==> src/rtl/tmds_mono_pkg.sv <==
package tmds_mono_pkg;

    localparam int SYM_W  = 10;
    localparam int PAIR_W = 2 * SYM_W;

    // Fixed codebook: even slot lands at balance -8, odd slot returns to 0.
    localparam logic [SYM_W-1:0] SYM_EVEN_DARK  = 10'h100;
    localparam logic [SYM_W-1:0] SYM_EVEN_LIGHT = 10'h200;
    localparam logic [SYM_W-1:0] SYM_ODD_DARK   = 10'h1FF;
    localparam logic [SYM_W-1:0] SYM_ODD_LIGHT  = 10'h2FF;

    typedef struct packed {
        logic odd_px;
        logic even_px;
    } px_pair_t;

endpackage

==> src/rtl/tmds_mono_bit_pick.sv <==
module tmds_mono_bit_pick
    import tmds_mono_pkg::*;
#(
    parameter int WORD_W    = 32,
    parameter bit LSB_FIRST = 1'b1
) (
    input  logic [WORD_W-1:0]          word,
    input  logic [$clog2(WORD_W)-2:0]  pair_idx,
    output px_pair_t                   pair
);

    localparam int POS_W = $clog2(WORD_W);

    logic [POS_W-1:0] pos_even;
    logic [POS_W-1:0] pos_odd;

    assign pos_even = {pair_idx, 1'b0};
    assign pos_odd  = {pair_idx, 1'b1};

    generate
        if (LSB_FIRST) begin : g_lsb_first
            assign pair.even_px = word[pos_even];
            assign pair.odd_px  = word[pos_odd];
        end else begin : g_msb_first
            logic [POS_W-1:0] top_pos;
            assign top_pos      = POS_W'(WORD_W - 1);
            assign pair.even_px = word[top_pos - pos_even];
            assign pair.odd_px  = word[top_pos - pos_odd];
        end
    endgenerate

endmodule

==> src/rtl/tmds_mono_pair_lut.sv <==
module tmds_mono_pair_lut
    import tmds_mono_pkg::*;
(
    input  px_pair_t           pair,
    output logic [PAIR_W-1:0]  symbols
);

    localparam logic [1:0][SYM_W-1:0] DARK_CODES  = {SYM_ODD_DARK,  SYM_EVEN_DARK};
    localparam logic [1:0][SYM_W-1:0] LIGHT_CODES = {SYM_ODD_LIGHT, SYM_EVEN_LIGHT};

    logic [1:0] px_bits;
    assign px_bits = {pair.odd_px, pair.even_px};

    generate
        for (genvar s = 0; s < 2; s++) begin : g_slot
            assign symbols[s*SYM_W +: SYM_W] = px_bits[s] ? LIGHT_CODES[s] : DARK_CODES[s];
        end
    endgenerate

endmodule

==> src/rtl/tmds_mono_encoder.sv <==
module tmds_mono_encoder
    import tmds_mono_pkg::*;
#(
    parameter int WORD_W    = 32,
    parameter bit LSB_FIRST = 1'b1
) (
    input  logic              clk,
    input  logic              rst,
    input  logic              in_valid,
    output logic              in_ready,
    input  logic [WORD_W-1:0] in_data,
    output logic              out_valid,
    input  logic              out_ready,
    output logic [19:0]       out_data
);

    localparam int PAIRS = WORD_W / 2;
    localparam int IDX_W = $clog2(PAIRS);
    localparam logic [IDX_W-1:0] LAST_IDX = IDX_W'(PAIRS - 1);

    typedef struct packed {
        logic [WORD_W-1:0] word;
        logic              busy;
        logic [IDX_W-1:0]  idx;
    } state_t;

    state_t   st_d, st_q;
    logic     pop, last_pair, take;
    px_pair_t cur_pair;

    always_comb begin
        st_d      = st_q;
        last_pair = (st_q.idx == LAST_IDX);
        pop       = st_q.busy && out_ready;
        in_ready  = !st_q.busy || (out_ready && last_pair);
        take      = in_valid && in_ready;

        if (pop) begin
            if (last_pair) begin
                st_d.busy = 1'b0;
                st_d.idx  = '0;
            end else begin
                st_d.idx  = st_q.idx + 1'b1;
            end
        end

        if (take) begin
            st_d.word = in_data;
            st_d.busy = 1'b1;
            st_d.idx  = '0;
        end

        if (rst) begin
            st_d.word = '0;
            st_d.busy = 1'b0;
            st_d.idx  = '0;
        end
    end

    always_ff @(posedge clk) begin
        st_q <= st_d;
    end

    tmds_mono_bit_pick #(
        .WORD_W    (WORD_W),
        .LSB_FIRST (LSB_FIRST)
    ) u_pick (
        .word     (st_q.word),
        .pair_idx (st_q.idx),
        .pair     (cur_pair)
    );

    tmds_mono_pair_lut u_lut (
        .pair    (cur_pair),
        .symbols (out_data)
    );

    assign out_valid = st_q.busy;

    AST_RESET_IDLE: assert property (@(posedge clk)
        rst |=> !out_valid && in_ready);

    AST_EVEN_SLOT_FORM: assert property (@(posedge clk) disable iff (rst)
        out_valid |-> (out_data[7:0] == 8'h00) && (out_data[9] != out_data[8]));

    AST_ODD_SLOT_FORM: assert property (@(posedge clk) disable iff (rst)
        out_valid |-> (out_data[17:10] == 8'hFF) && (out_data[19] != out_data[18]));

    AST_HOLD_STALL: assert property (@(posedge clk) disable iff (rst)
        out_valid && !out_ready |=> out_valid && $stable(out_data));

    AST_BUSY_BLOCKS_INPUT: assert property (@(posedge clk) disable iff (rst)
        out_valid && !out_ready |-> !in_ready);

    AST_PAIR_BALANCE: assert property (@(posedge clk) disable iff (rst)
        out_valid |-> ($countones(out_data) == 10));

    AST_NO_BUBBLE: assert property (@(posedge clk) disable iff (rst)
        in_valid && in_ready |=> out_valid);

endmodule

==> config.mk <==
export PLATFORM = sky130hd
export DESIGN_NAME = tmds_mono_encoder
export DESIGN_NICKNAME = d
export VERILOG_FILES = /design/src/rtl/tmds_mono_pkg.sv /design/src/rtl/tmds_mono_bit_pick.sv /design/src/rtl/tmds_mono_pair_lut.sv /design/src/rtl/tmds_mono_encoder.sv
export SDC_FILE = /design/constraint.sdc
export NUM_CORES = 1
export LEC_CHECK = 0
export ABC_AREA = 0
export ABC_CLOCK_PERIOD_IN_PS = 1640
export BUFFER_PORTS_ARGS = -buffer_cell sky130_fd_sc_hd__buf_2
export CAP_MARGIN = 30
export CORE_MARGIN = 2
export CORE_UTILIZATION = 42
export CTS_CLUSTER_DIAMETER = 150
export DETAILED_ROUTE_END_ITERATION = 16
export GPL_ROUTABILITY_DRIVEN = 0
export PLACE_DENSITY = 0.73
export SETUP_SLACK_MARGIN = 0.3
export SLEW_MARGIN = 5
export SYNTH_ARGS = -nofsm -noshare
export SYNTH_HDL_FRONTEND = slang
export SYNTH_SLANG_ARGS = --single-unit
==> constraint.sdc <==
create_clock -name clk -period 1.64 [get_ports clk]
set_clock_uncertainty 0.05 [all_clocks]
set_input_delay 0.328 -clock clk [delete_from_list [all_inputs] [get_ports clk]]
set_output_delay 0.328 -clock clk [all_outputs]
set_load 0.005 [all_outputs]
* Yosys cells after proc, flatten, opt, wreduce, memory -nomap -nowiden *
Index checks and enable logic that the tools add are counted.

storage, ports and cells
  register bits = 37
  output and inout port bits = 22
  logic and storage cells = 26
  input port bits = 36

cells by class
  reduce and logical (&&, ||, !) cells = 9
  add/sub/neg operators = 1
  $lt $le $gt $ge = 2
  multiplexer cells = 10
  eq/ne operators = 1

operators with widths
  kind                   count
  $mux W10               2
  $lt A5 B6 Y1 const B   2
  $mux W5                2
  $bmux W1 S4            2
  $add A4 B1 Y4 const B  1
  $eq A4 B4 Y1 const B   1
  $mux W4                1
  $reduce_bool A2 Y1     2
  $logic_and A1 B1 Y1    3
  $mux W1                3
  $reduce_and A2 Y1      1
  $reduce_or A2 Y1       1
  $logic_not A1 Y1       1
  $logic_or A1 B1 Y1     1

* Depth between registers and ports, before layout *
Gate-level depths: netlist (run 1).

  word-level depth = 6
  mapped depth = 6
  depth with buffers taken out = 5

* Hierarchy *
Synthesis (run 1) repeated with hierarchy kept, for this count alone.

unflattened totals
  cells, all modules = 210
  area, all modules = 2142.1 um^2

by module, submodules not included
  module              area each (um^2)  instances  cells an instance  seq. area each (um^2)
  tmds_mono_encoder   1722.9            1          167                740.7
  tmds_mono_bit_pick  269.0             1          21                 0.0
  tmds_mono_pair_lut  150.1             1          22                 0.0

* Least setup slack after synthesis (run 1) *
No wires, ideal clock.

  path type = register -> output
  start = register st_q[0] (netlist name)
  end = output out_data[18]
  data arrival time = 1.313 ns
  stages on the path, launching flop included = 4
  data required time = 1.262 ns
  path slack = -0.051 ns
  path through = dfxtp_1 mux4_1 o211ai_1 o22a_1

on the way
  cells in the longest elaborated chain, start to end = 3

RTL lines
  element                        RTL line                  text
  start: declaration             tmds_mono_encoder.sv:27   state_t st_d, st_q;
  start signal: assignment       tmds_mono_encoder.sv:61   st_q <= st_d;
  $bmux W1 S4                    tmds_mono_bit_pick.sv:23  assign pair.odd_px = word[pos_odd];
  $mux W1 (not written as such)  tmds_mono_bit_pick.sv:23
  $mux W10                       tmds_mono_pair_lut.sv:16  assign symbols[s*SYM_W +: SYM_W] = px_bits[s] ? LIGHT_CODES[s] : DARK_CODES[s];
  end: declaration               tmds_mono_encoder.sv:14   output logic [19:0] out_data

No other way between the ends. The select of a mux whose other input is x is not followed.

* Final worst setup path (run 1) *
  start = register st_q[0] (netlist name)
  end = output out_data[8]

on the way
  cells in the longest elaborated chain, start to end = 3

RTL lines
  element                        RTL line                  text
  $bmux W1 S4                    tmds_mono_bit_pick.sv:22  assign pair.even_px = word[pos_even];
  $mux W1 (not written as such)  tmds_mono_bit_pick.sv:22
  $mux W10                       tmds_mono_pair_lut.sv:16

No other way between the ends. The select of a mux whose other input is x is not followed.

==> results of run 1 <==
through the flow:
stage	cell area [µm²]	total power, mW	setup WS (ns)	setup TNS, ns	util
2_1_floorplan	1870	1.17	0.0282	0	-
3_3_place_gp	2090	1.24	-0.123	-1.30	0.511
3_5_place_dp	2090	1.24	-0.154	-2.50	0.511
4_1_cts	2610	1.97	-0.445	-8.85	0.638
5_1_grt	3030	2.20	-0.626	-13.17	0.740
6_report	3030	2.13	-0.603	-10.59	0.740
power by group:
group / switching (mW) / internal, mW
registers: 0.0584 / 0.945
clock network: 0.325 / 0.302
logic: 0.239 / 0.264
metal layers:
metal,wire (µm),share of wire,global-route usage
met5,0,0,0
met4,152,0.025,0.100
met3,344,0.056,0.0465
met2,3110,0.50,0.347
met1,2590,0.42,0.289
registers in the layout, summed over array words and instances, names as in the netlist:
register,flops
out_valid,1
st_q,36
placed cells by master (no fill, tap or decap), types with 3 or more instances in the layout:
cell | Yosys | final
dfxtp_1 | 37 | 34
a21oi_2 | 0 | 34
clkbuf_1 | 5 | 3
nand3_1 | 6 | 6
buf_16 | 0 | 5
nand2_4 | 0 | 34
buf_4 | 18 | 11
clkbuf_8 | 0 | 5
conb_1 | 2 | 16
buf_6 | 3 | 11
buf_12 | 0 | 11
nand2_2 | 0 | 6
buf_2 | 6 | 41
nand2_1 | 73 | 33
nor3_1 | 4 | 3
mux4_2 | 2 | 4
mux2i_1 | 9 | 9
area by class of cell:
type	count	area, µm²
Multi-Input combinational cell	166	1350
Sequential cell	37	747
Timing Repair Buffer	80	785
Tap cell	50	62.6
Fill cell	267	1060
Clock buffer	8	80.1
synth_stat cells:
cell type,n
o22a_1,2
a311oi_1,1
mux4_1,2
nand2_1,73
dfxtp_1,37
xor2_1,1
mux4_2,2
nor2_1,1
buf_6,3
clkbuf_1,5
nor3_1,4
buf_2,6
o21ai_1,2
o22ai_1,2
a21oi_1,35
nand4_2,1
buf_4,18
o31a_1,1
nor2b_1,2
a21boi_4,1
nand3_1,6
a21bo_2,1
mux2i_1,9
ha_1,1
o211ai_1,2
o21ai_0,1
conb_1,2
worst max-delay path: cells and delay by family (launching register included):
family                 cells  cell delay [ns]
AO/OA/AOI/OAI              2             0.54
multiplexers               1             0.52
flip-flops                 1             0.39
buffers and inverters      1             0.12
worst max-delay path by stage:
stage	end	depth (start not counted)
floorplan	out_data[18]	4
global placement	out_data[8]	5
detailed placement	out_data[9]	4
CTS	out_data[8]	4
global route	out_data[8]	4
finish	out_data[8]	4
cell families after synthesis:
group | synth area share
adders and majority gates | 0.00691
buffers and inverters | 0.120
AOI/OAI and AO/OA | 0.156
xor gates and xnor gates | 0.00484
DFF | 0.409
other | 0.00415
muxes | 0.104
and+or+nand+nor | 0.195
what timing repair did:
item	4_1_cts	5_1_grt
cloned	6	0
setup endpoints to repair	43	42
buffers inserted	15	5
resized for setup	42	95
pin swaps	35	46
==> metrics, run 1 <==
run status complete, but fails checks; failing checks setup timing; Period minus WS final 2.24 ns; Cells after Synth 221; Detail Route Antenna Nets 0; Crit Path Category reg2out; Setup violations, final 41; DRC viols 0; IO Port Bufs 41; FF+latch count, synth 37; CP cell instances mux4_2, o211ai_1, o22a_1, buf_2; fin nets 327; MaxCap Viol Count 0; critical path data arrival time 1.86 ns; hpwl dp 2.63 mm; TritonCTS Sinks 37; Site Rows 23; Ys Warns 0; Crit Reg-Reg Startpoint st_q[1]; reg2reg end st_q[25]; setup slack, reg-to-reg -0.27 ns; number of diodes 0; Chip Height between 60 and 70 µm; worst-path fanout max 4; Slew Viols, Final 0; vias 1,818; IO Pins between 50 and 60; Clk Tree Root Cell clkbuf_8; vias in the first global route 1,718; area grow syn2layout 67.2%; GRT Total Usage 0.220; HP Class in2reg; H-tree Lvls 2; DRT Wirelength 6.19 mm; dpl cells 307; clock slew at reported path FFs 0.07 ns; Synth top area share 0.409; Yosys cell types 27; clk_lat worst skew 0.29 ns; nature of the critical path endpoint primary output; Die ar. 4850 µm²; critical path startpoint st_q[0]; first-pass GRT wire length 8.38 mm; Die X slightly below 70 µm; maximum clock path buffer count 2; cell taking the most area after synthesis dfxtp_1; fin worst setup slack -0.603 ns; First-pass DRT Iterations 4; CP Data Required Time 1.26 ns; DRT iter0 DRCs roughly 170; Seq/Total Area, Yosys 0.409; Pleak 1.30 nW; Slowest-stage cell, CP mux4_2; TritonCTS clock tree built; PD cells 705 nW/µm²; Core ar. 4090 µm²; Mapped Area 1810 µm²; vias per cell 5.33; Overflow after GRT 0; fin cells 341; hold path depth 3; CP startpoint kind flop; hold endpoint st_q[7]; antenna violations before repair 0; wire per inst 18.2 µm; Starting Density 0.443; Max Freq 446 MHz; final period utilization 1.37; Fin. Hold Viols 0; Worst VDD drop about 0.53 mV; largest net degree at the start of global routing 38; cell count of the worst reg-to-reg path 12; top cells by area, synth dfxtp_1 (41%), nand2_1 (15%), a21oi_1 (9.7%), buf_4 (7.5%), mux2i_1 (5.0%); CTS buffer count 5; CTS Hold Buffers Added 0; share of layout cells above drive strength 1 0.598; Crit path largest cell delay 0.52 ns; RSZ-0062 raised after global routing true; Worst Min Path Start in_data[2]; WHS approximately 0.23 ns; Mean Syn Cell Area between 8 and 9 µm²
Power figures use the tool's default switching activity.
==> run 2, diff against run 1 <==
--- a/config.mk
+++ b/config.mk
@@ -8,14 +8,14 @@
 export ABC_AREA = 0
 export ABC_CLOCK_PERIOD_IN_PS = 1640
 export BUFFER_PORTS_ARGS = -buffer_cell sky130_fd_sc_hd__buf_2
-export CAP_MARGIN = 30
+export CAP_MARGIN = 40
 export CORE_MARGIN = 2
 export CORE_UTILIZATION = 42
 export CTS_CLUSTER_DIAMETER = 150
 export DETAILED_ROUTE_END_ITERATION = 16
 export GPL_ROUTABILITY_DRIVEN = 0
 export PLACE_DENSITY = 0.73
-export SETUP_SLACK_MARGIN = 0.3
+export SETUP_SLACK_MARGIN = 0.15
 export SLEW_MARGIN = 5
 export SYNTH_ARGS = -nofsm -noshare
 export SYNTH_HDL_FRONTEND = slang
==> metrics, run 2 (synthesis gave the netlist of run 1 again) <==
first-pass GRT wire length 7.12 mm (was 8.38 mm); clk_lat worst skew 0.28 ns (was 0.29 ns); CP cell instances mux4_2, o211ai_1, o22a_1, buf_2 (unchanged); hpwl dp 2.86 mm (was 2.63 mm); Crit Path Category reg2out (unchanged); largest net degree at the start of global routing 18 (was 38); Overflow after GRT 0 (unchanged); Clk Tree Root Cell clkbuf_8 (unchanged); critical path startpoint st_q[0] (unchanged); CP Data Required Time 1.26 ns (about the same); failing checks setup timing (unchanged); nature of the critical path endpoint primary output (unchanged); critical path data arrival time 1.76 ns (was 1.86 ns); max reg flops 36 (unchanged); Pwr Total 1.92 mW (was 2.13 mW); Fin. Hold Viols 0 (unchanged); RSZ-0062 raised after global routing true (unchanged); maximum clock path buffer count 2 (unchanged); vias 1,721 (was 1,818); met2 WL 2.22 mm (was 3.11 mm); fin nets 315 (was 327); Top Layer Used met4 (unchanged); Slowest-stage cell, CP mux4_2 (unchanged); Starting Density 0.443 (unchanged); First-pass DRT Iterations 4 (unchanged); Crit Reg-Reg Startpoint st_q[0] (was st_q[1]); IO Port Bufs 41 (unchanged); Period minus WS final 2.14 ns (was 2.24 ns); area grow syn2layout 38.4% (was 67.2%); Worst Min Path Start in_data[9] (was in_data[2]); Core ar. 4090 µm² (unchanged); H-tree Lvls 2 (unchanged); TritonCTS Sinks 37 (unchanged); number of diodes 0 (unchanged); Slew Viols, Final 0 (unchanged); Max Freq 468 MHz (was 446 MHz); leading cell types in the layout, fill and taps excluded nand2_1 (58), buf_2 (41), dfxtp_1 (35), a21oi_2 (19) (was buf_2 (41), nand2_4 (34), a21oi_2 (34), dfxtp_1 (34), nand2_1 (33)); Crit path largest cell delay 0.50 ns (was 0.52 ns); Chip Height 69.6 µm (unchanged); vias per cell 5.23 (was 5.33); CTS buffer count 5 (unchanged); Detail Route Antenna Nets 0 (unchanged); wire per inst 14.1 µm (was 18.2 µm); Die ar. 4850 µm² (unchanged); CP startpoint kind flop (unchanged); vias in the first global route 1,570 (was 1,718); HP Class in2reg (unchanged); clock slew at reported path FFs 0.07 ns (about the same); DRT iter0 DRCs 73 (was 166); fin worst setup slack -0.497 ns (was -0.603 ns); MaxCap Viol Count 0 (unchanged); DRT Wirelength 4.63 mm (was 6.19 mm); Pleak 0.992 nW (was 1.30 nW); met1 WL 2.02 mm (was 2.59 mm); GRT Total Usage 0.183 (was 0.220); largest register by flop count st_q (unchanged); Site Rows 23 (unchanged); Buf/Inv on CP 1 (unchanged); worst-path fanout max 4 (unchanged); Die X 69.6 µm (unchanged); met3 WL 305 µm (was 344 µm); share of layout cells above drive strength 1 0.441 (was 0.598); Worst VDD drop 0.529 mV (was 0.526 mV); Top delay family on crit path multiplexers (was compound AO/OA/AOI/OAI gates); commonest non-fill, non-tap cell in the layout nand2_1 (was buf_2); TritonCTS clock tree built (unchanged); run status complete, but fails checks (unchanged); final period utilization 1.30 (was 1.37); Setup Slack @ Placement -0.201 ns (was -0.154 ns); Setup violations, final 41 (unchanged); PD cells 768 nW/µm² (was 705 nW/µm²); antenna violations before repair 0 (unchanged); IO Pins 58 (unchanged); DRC viols 0 (unchanged)
## run 2: report_power, final
group	switching (mW)	total (mW)	internal, mW	leakage (nW)
clock network	0.289	0.590	0.302	0.0395
registers	0.0313	0.975	0.944	0.305
logic	0.177	0.357	0.181	0.647
total	0.497	1.92	1.43	0.992
## run 2: worst reg2reg max path: cells and delay by family, from the launching register on
family	cells	cell delay [ns]
AOI/OAI and AO/OA	2	0.29
buffers and inverters	7	0.81
adders and majority gates	1	0.15
DFF	1	0.38
and+or+nand+nor	2	0.15
## run 2: repair_timing
| action | 4_1_cts | 5_1_grt |
|---|---|---|
| hold buffers | 0 | 0 |
| resized for setup | 9 | 43 |
| pin swaps | 5 | 15 |
| gates cloned | 2 | 1 |
| setup buffers | 3 | 3 |
| setup endpoints to repair | 41 | 41 |
## run 2: cell type report
cell class              instances  area (µm²)
fillers                       356        1580
multi-input cells             166        1070
flip-flops and latches         37         748
repair buffers                 68         547
clock buffers                   8        80.1
well taps                      50        62.6
## run 2: worst paths after layout
| check | cells after the start | end | slack [ns] |
|---|---|---|---|
| worst min-delay path | 3 | st_q[14] | 0.23 |
| worst max register to register | 12 | st_q[15] | -0.24 |
| worst min register to register | 2 | st_q[29] | 0.41 |
| worst max-delay path | 4 | out_data[8] | -0.50 |
## run 2: stage by stage
stage	setup TNS [ns]	hold WS (ns)	utilization	cell area, µm²	std cells
after detailed placement	-3.10	0.401	0.511	2090	312
after floorplan	0	0.383	-	1870	235
after CTS	-1.87	0.224	0.562	2290	325
after global placement	-1.33	0.393	0.511	2090	312
after global routing	-12.30	0.227	0.613	2500	329
final	-8.51	0.229	0.613	2500	329
## run 2: routing by layer
| layer | GRT usage | vias to the layer above |
|---|---|---|
| li1 | - | 827 |
| met1 | 0.229 | 813 |
| met2 | 0.296 | 71 |
| met3 | 0.0494 | 10 |
| met4 | 0.0791 | 0 |
| met5 | 0 | - |
==> run 3, diff against run 2 <==
--- a/config.mk
+++ b/config.mk
@@ -6,15 +6,14 @@
 export NUM_CORES = 1
 export LEC_CHECK = 0
 export ABC_AREA = 0
-export ABC_CLOCK_PERIOD_IN_PS = 1640
+export ABC_CLOCK_PERIOD_IN_PS = 2200
 export BUFFER_PORTS_ARGS = -buffer_cell sky130_fd_sc_hd__buf_2
 export CAP_MARGIN = 40
-export CORE_MARGIN = 2
 export CORE_UTILIZATION = 42
 export CTS_CLUSTER_DIAMETER = 150
 export DETAILED_ROUTE_END_ITERATION = 16
 export GPL_ROUTABILITY_DRIVEN = 0
-export PLACE_DENSITY = 0.73
+export PLACE_DENSITY = 0.7
 export SETUP_SLACK_MARGIN = 0.15
 export SLEW_MARGIN = 5
 export SYNTH_ARGS = -nofsm -noshare
==> constraint.sdc (replaced) <==
create_clock -name clk -period 2.2 [get_ports clk]
set_clock_uncertainty 0.05 [all_clocks]
set_input_delay 0.44 -clock clk [delete_from_list [all_inputs] [get_ports clk]]
set_output_delay 0.44 -clock clk [all_outputs]
set_load 0.005 [all_outputs]
==> metrics, run 3 (synthesis gave the netlist of run 1 again) <==
CTS Hold Buffers Added 0 (unchanged); largest register by flop count st_q (unchanged); CP startpoint kind flop (unchanged); IO Pins 58 (unchanged); fill count 399 (was 356); vias in the first global route 1,390 (was 1,570); HP Class in2reg (unchanged); Pleak 0.859 nW (was 0.992 nW); Sw Ratio 0.244 (was 0.258); Period minus WS final 2.17 ns; CP Data Required Time 1.71 ns (was 1.26 ns); Die X 67.6 µm (was 69.6 µm); Reg power frac 0.535 (was 0.507); net switching power 332 µW (was 497 µW); leading cell types in the layout, fill and taps excluded nand2_1 (73), buf_2 (41), a21oi_1 (35), dfxtp_1 (34), conb_1 (16) (was nand2_1 (58), buf_2 (41), dfxtp_1 (35), a21oi_2 (19)); Site Rows 23 (unchanged); Clk Tree Root Cell clkbuf_8 (unchanged); largest net degree at the start of global routing 38 (was 18); Starting Density 0.446 (was 0.443); worst relative slew slack 0.568; maximum clock path buffer count 2 (unchanged); MaxCap Viol Count 0 (unchanged); final period utilization 0.986; GRT busiest layer met2 (unchanged); Worst VDD drop 0.377 mV (was 0.529 mV); DRT iter0 DRCs 48 (was 73); Core ar. 4060 µm² (was 4090 µm²); run status finished, final reports clean (was complete, but fails checks); RSZ-0062 raised after global routing true (unchanged); share of layout cells above drive strength 1 0.267 (was 0.441); DRT Wirelength 3.63 mm (was 4.63 mm); clk_lat worst skew 0.29 ns (was 0.28 ns); Slew Viols, Final 0 (unchanged); nature of the critical path endpoint primary output (unchanged); critical path data arrival time 1.68 ns (was 1.76 ns); Chip Height 67.6 µm (was 69.6 µm); antenna violations before repair 0 (unchanged); First-pass DRT Iterations 4 (unchanged); Worst-Margin Slew 0.648 ns; grt met3 use 0.0557 (was 0.0494); CTS buffer count 5 (unchanged); TritonCTS clock tree built (unchanged); GRT Total Usage 0.181 (was 0.183); Die ar. 4570 µm² (was 4850 µm²); first-pass GRT wire length 6.05 mm (was 7.12 mm); Max Freq 461 MHz; IO Port Bufs 41 (unchanged); wire per inst 11.6 µm (was 14.1 µm); Overflow after GRT 0 (unchanged); vias per cell 4.88 (was 5.23); TNS Setup 0 ns (was -8.51 ns); hpwl dp 2.55 mm (was 2.86 mm); H-tree Lvls 2 (unchanged); vias 1,521 (was 1,721); P_int 1.03 mW (was 1.43 mW); PD cells 644 nW/µm² (was 768 nW/µm²); number of diodes 0 (unchanged); TritonCTS Sinks 37 (unchanged); Setup violations, final 0 (was 41); Logic pwr share 0.121 (was 0.186); Detail Route Antenna Nets 0 (unchanged); worst-path fanout max 7 (was 4); met1 Resource Use GR 0.222 (was 0.229); fin nets 299 (was 315); DRC viols 0 (unchanged); area grow syn2layout 16.7% (was 38.4%); Clock power frac 0.344 (was 0.307); Global Route met2 Usage 0.302 (was 0.296); Fin. Hold Viols 0 (unchanged); clock slew at reported path FFs 0.07 ns (about the same); final core occ 0.520 (was 0.613); commonest non-fill, non-tap cell in the layout nand2_1 (unchanged); max reg flops 36 (unchanged); Crit Path Category reg2out (unchanged)
run 3: cell types whose count changed in the layout (fill, tap and decap cells not counted), sizes merged:
cell / change
buf: -15
clkbuf: -2
run 3: cell type report:
cell class / instances / area [µm²] / area share
multi-input combinational: 166 / 916 / 0.434
tap: 50 / 62.6 / 0.0296
sequential: 37 / 747 / 0.354
clock buffer: 7 / 86.3 / 0.0409
timing repair buffer: 52 / 299 / 0.142
run 3: routing by layer:
metal / up-vias / share of wire
met5: - / 0
met4: 0 / 0.0083
met1: 681 / 0.46
met3: 2 / 0.050
li1: 795 / -
met2: 43 / 0.48
run 3: final timing paths:
check / cells after the start / slack, ns / from / endpoint
worst max-delay path: 5 / 0.03 / st_q[1] / out_data[8]
worst min-delay path: 3 / 0.34 / in_data[2] / st_q[7]
worst max register to register: 8 / 0.42 / st_q[1] / st_q[27]
worst min register to register: 2 / 0.40 / st_q[9] / st_q[9]
run 3: repair_timing:
action | CTS | global route
pin swaps | 4 | 2
gates resized for setup | 8 | 4
endpoints found under the setup margin | 4 | 31
buffers inserted | 3 | 1
run 3: through the flow:
step	std cells	setup WS (ns)	hold slack (ns)	power (mW)	area, µm²
6_report	312	0.0306	0.338	1.36	2110
5_1_grt	312	-0.0534	0.336	1.44	2110
4_1_cts	311	0.00903	0.326	1.38	2090
3_5_place_dp	301	0.258	0.397	0.905	1960
3_3_place_gp	301	0.276	0.393	0.900	1960
2_1_floorplan	235	0.397	0.382	0.867	1860
run 3: power groups by stage:
stage | sequential [mW] | clock, mW | combinational (mW)
2_1_floorplan | 0.733 | 0 | 0.135
3_3_place_gp | 0.741 | 0 | 0.159
3_5_place_dp | 0.743 | 0 | 0.162
4_1_cts | 0.728 | 0.485 | 0.165
5_1_grt | 0.731 | 0.519 | 0.190
6_report | 0.727 | 0.469 | 0.164
run 3: critical path, stage by stage (launching register included):
cell and delay (ns):
dfxtp_2 0.35, buf_6 0.13, mux4_2 0.50, o21ai_2 0.15, o22a_1 0.16, buf_2 0.10
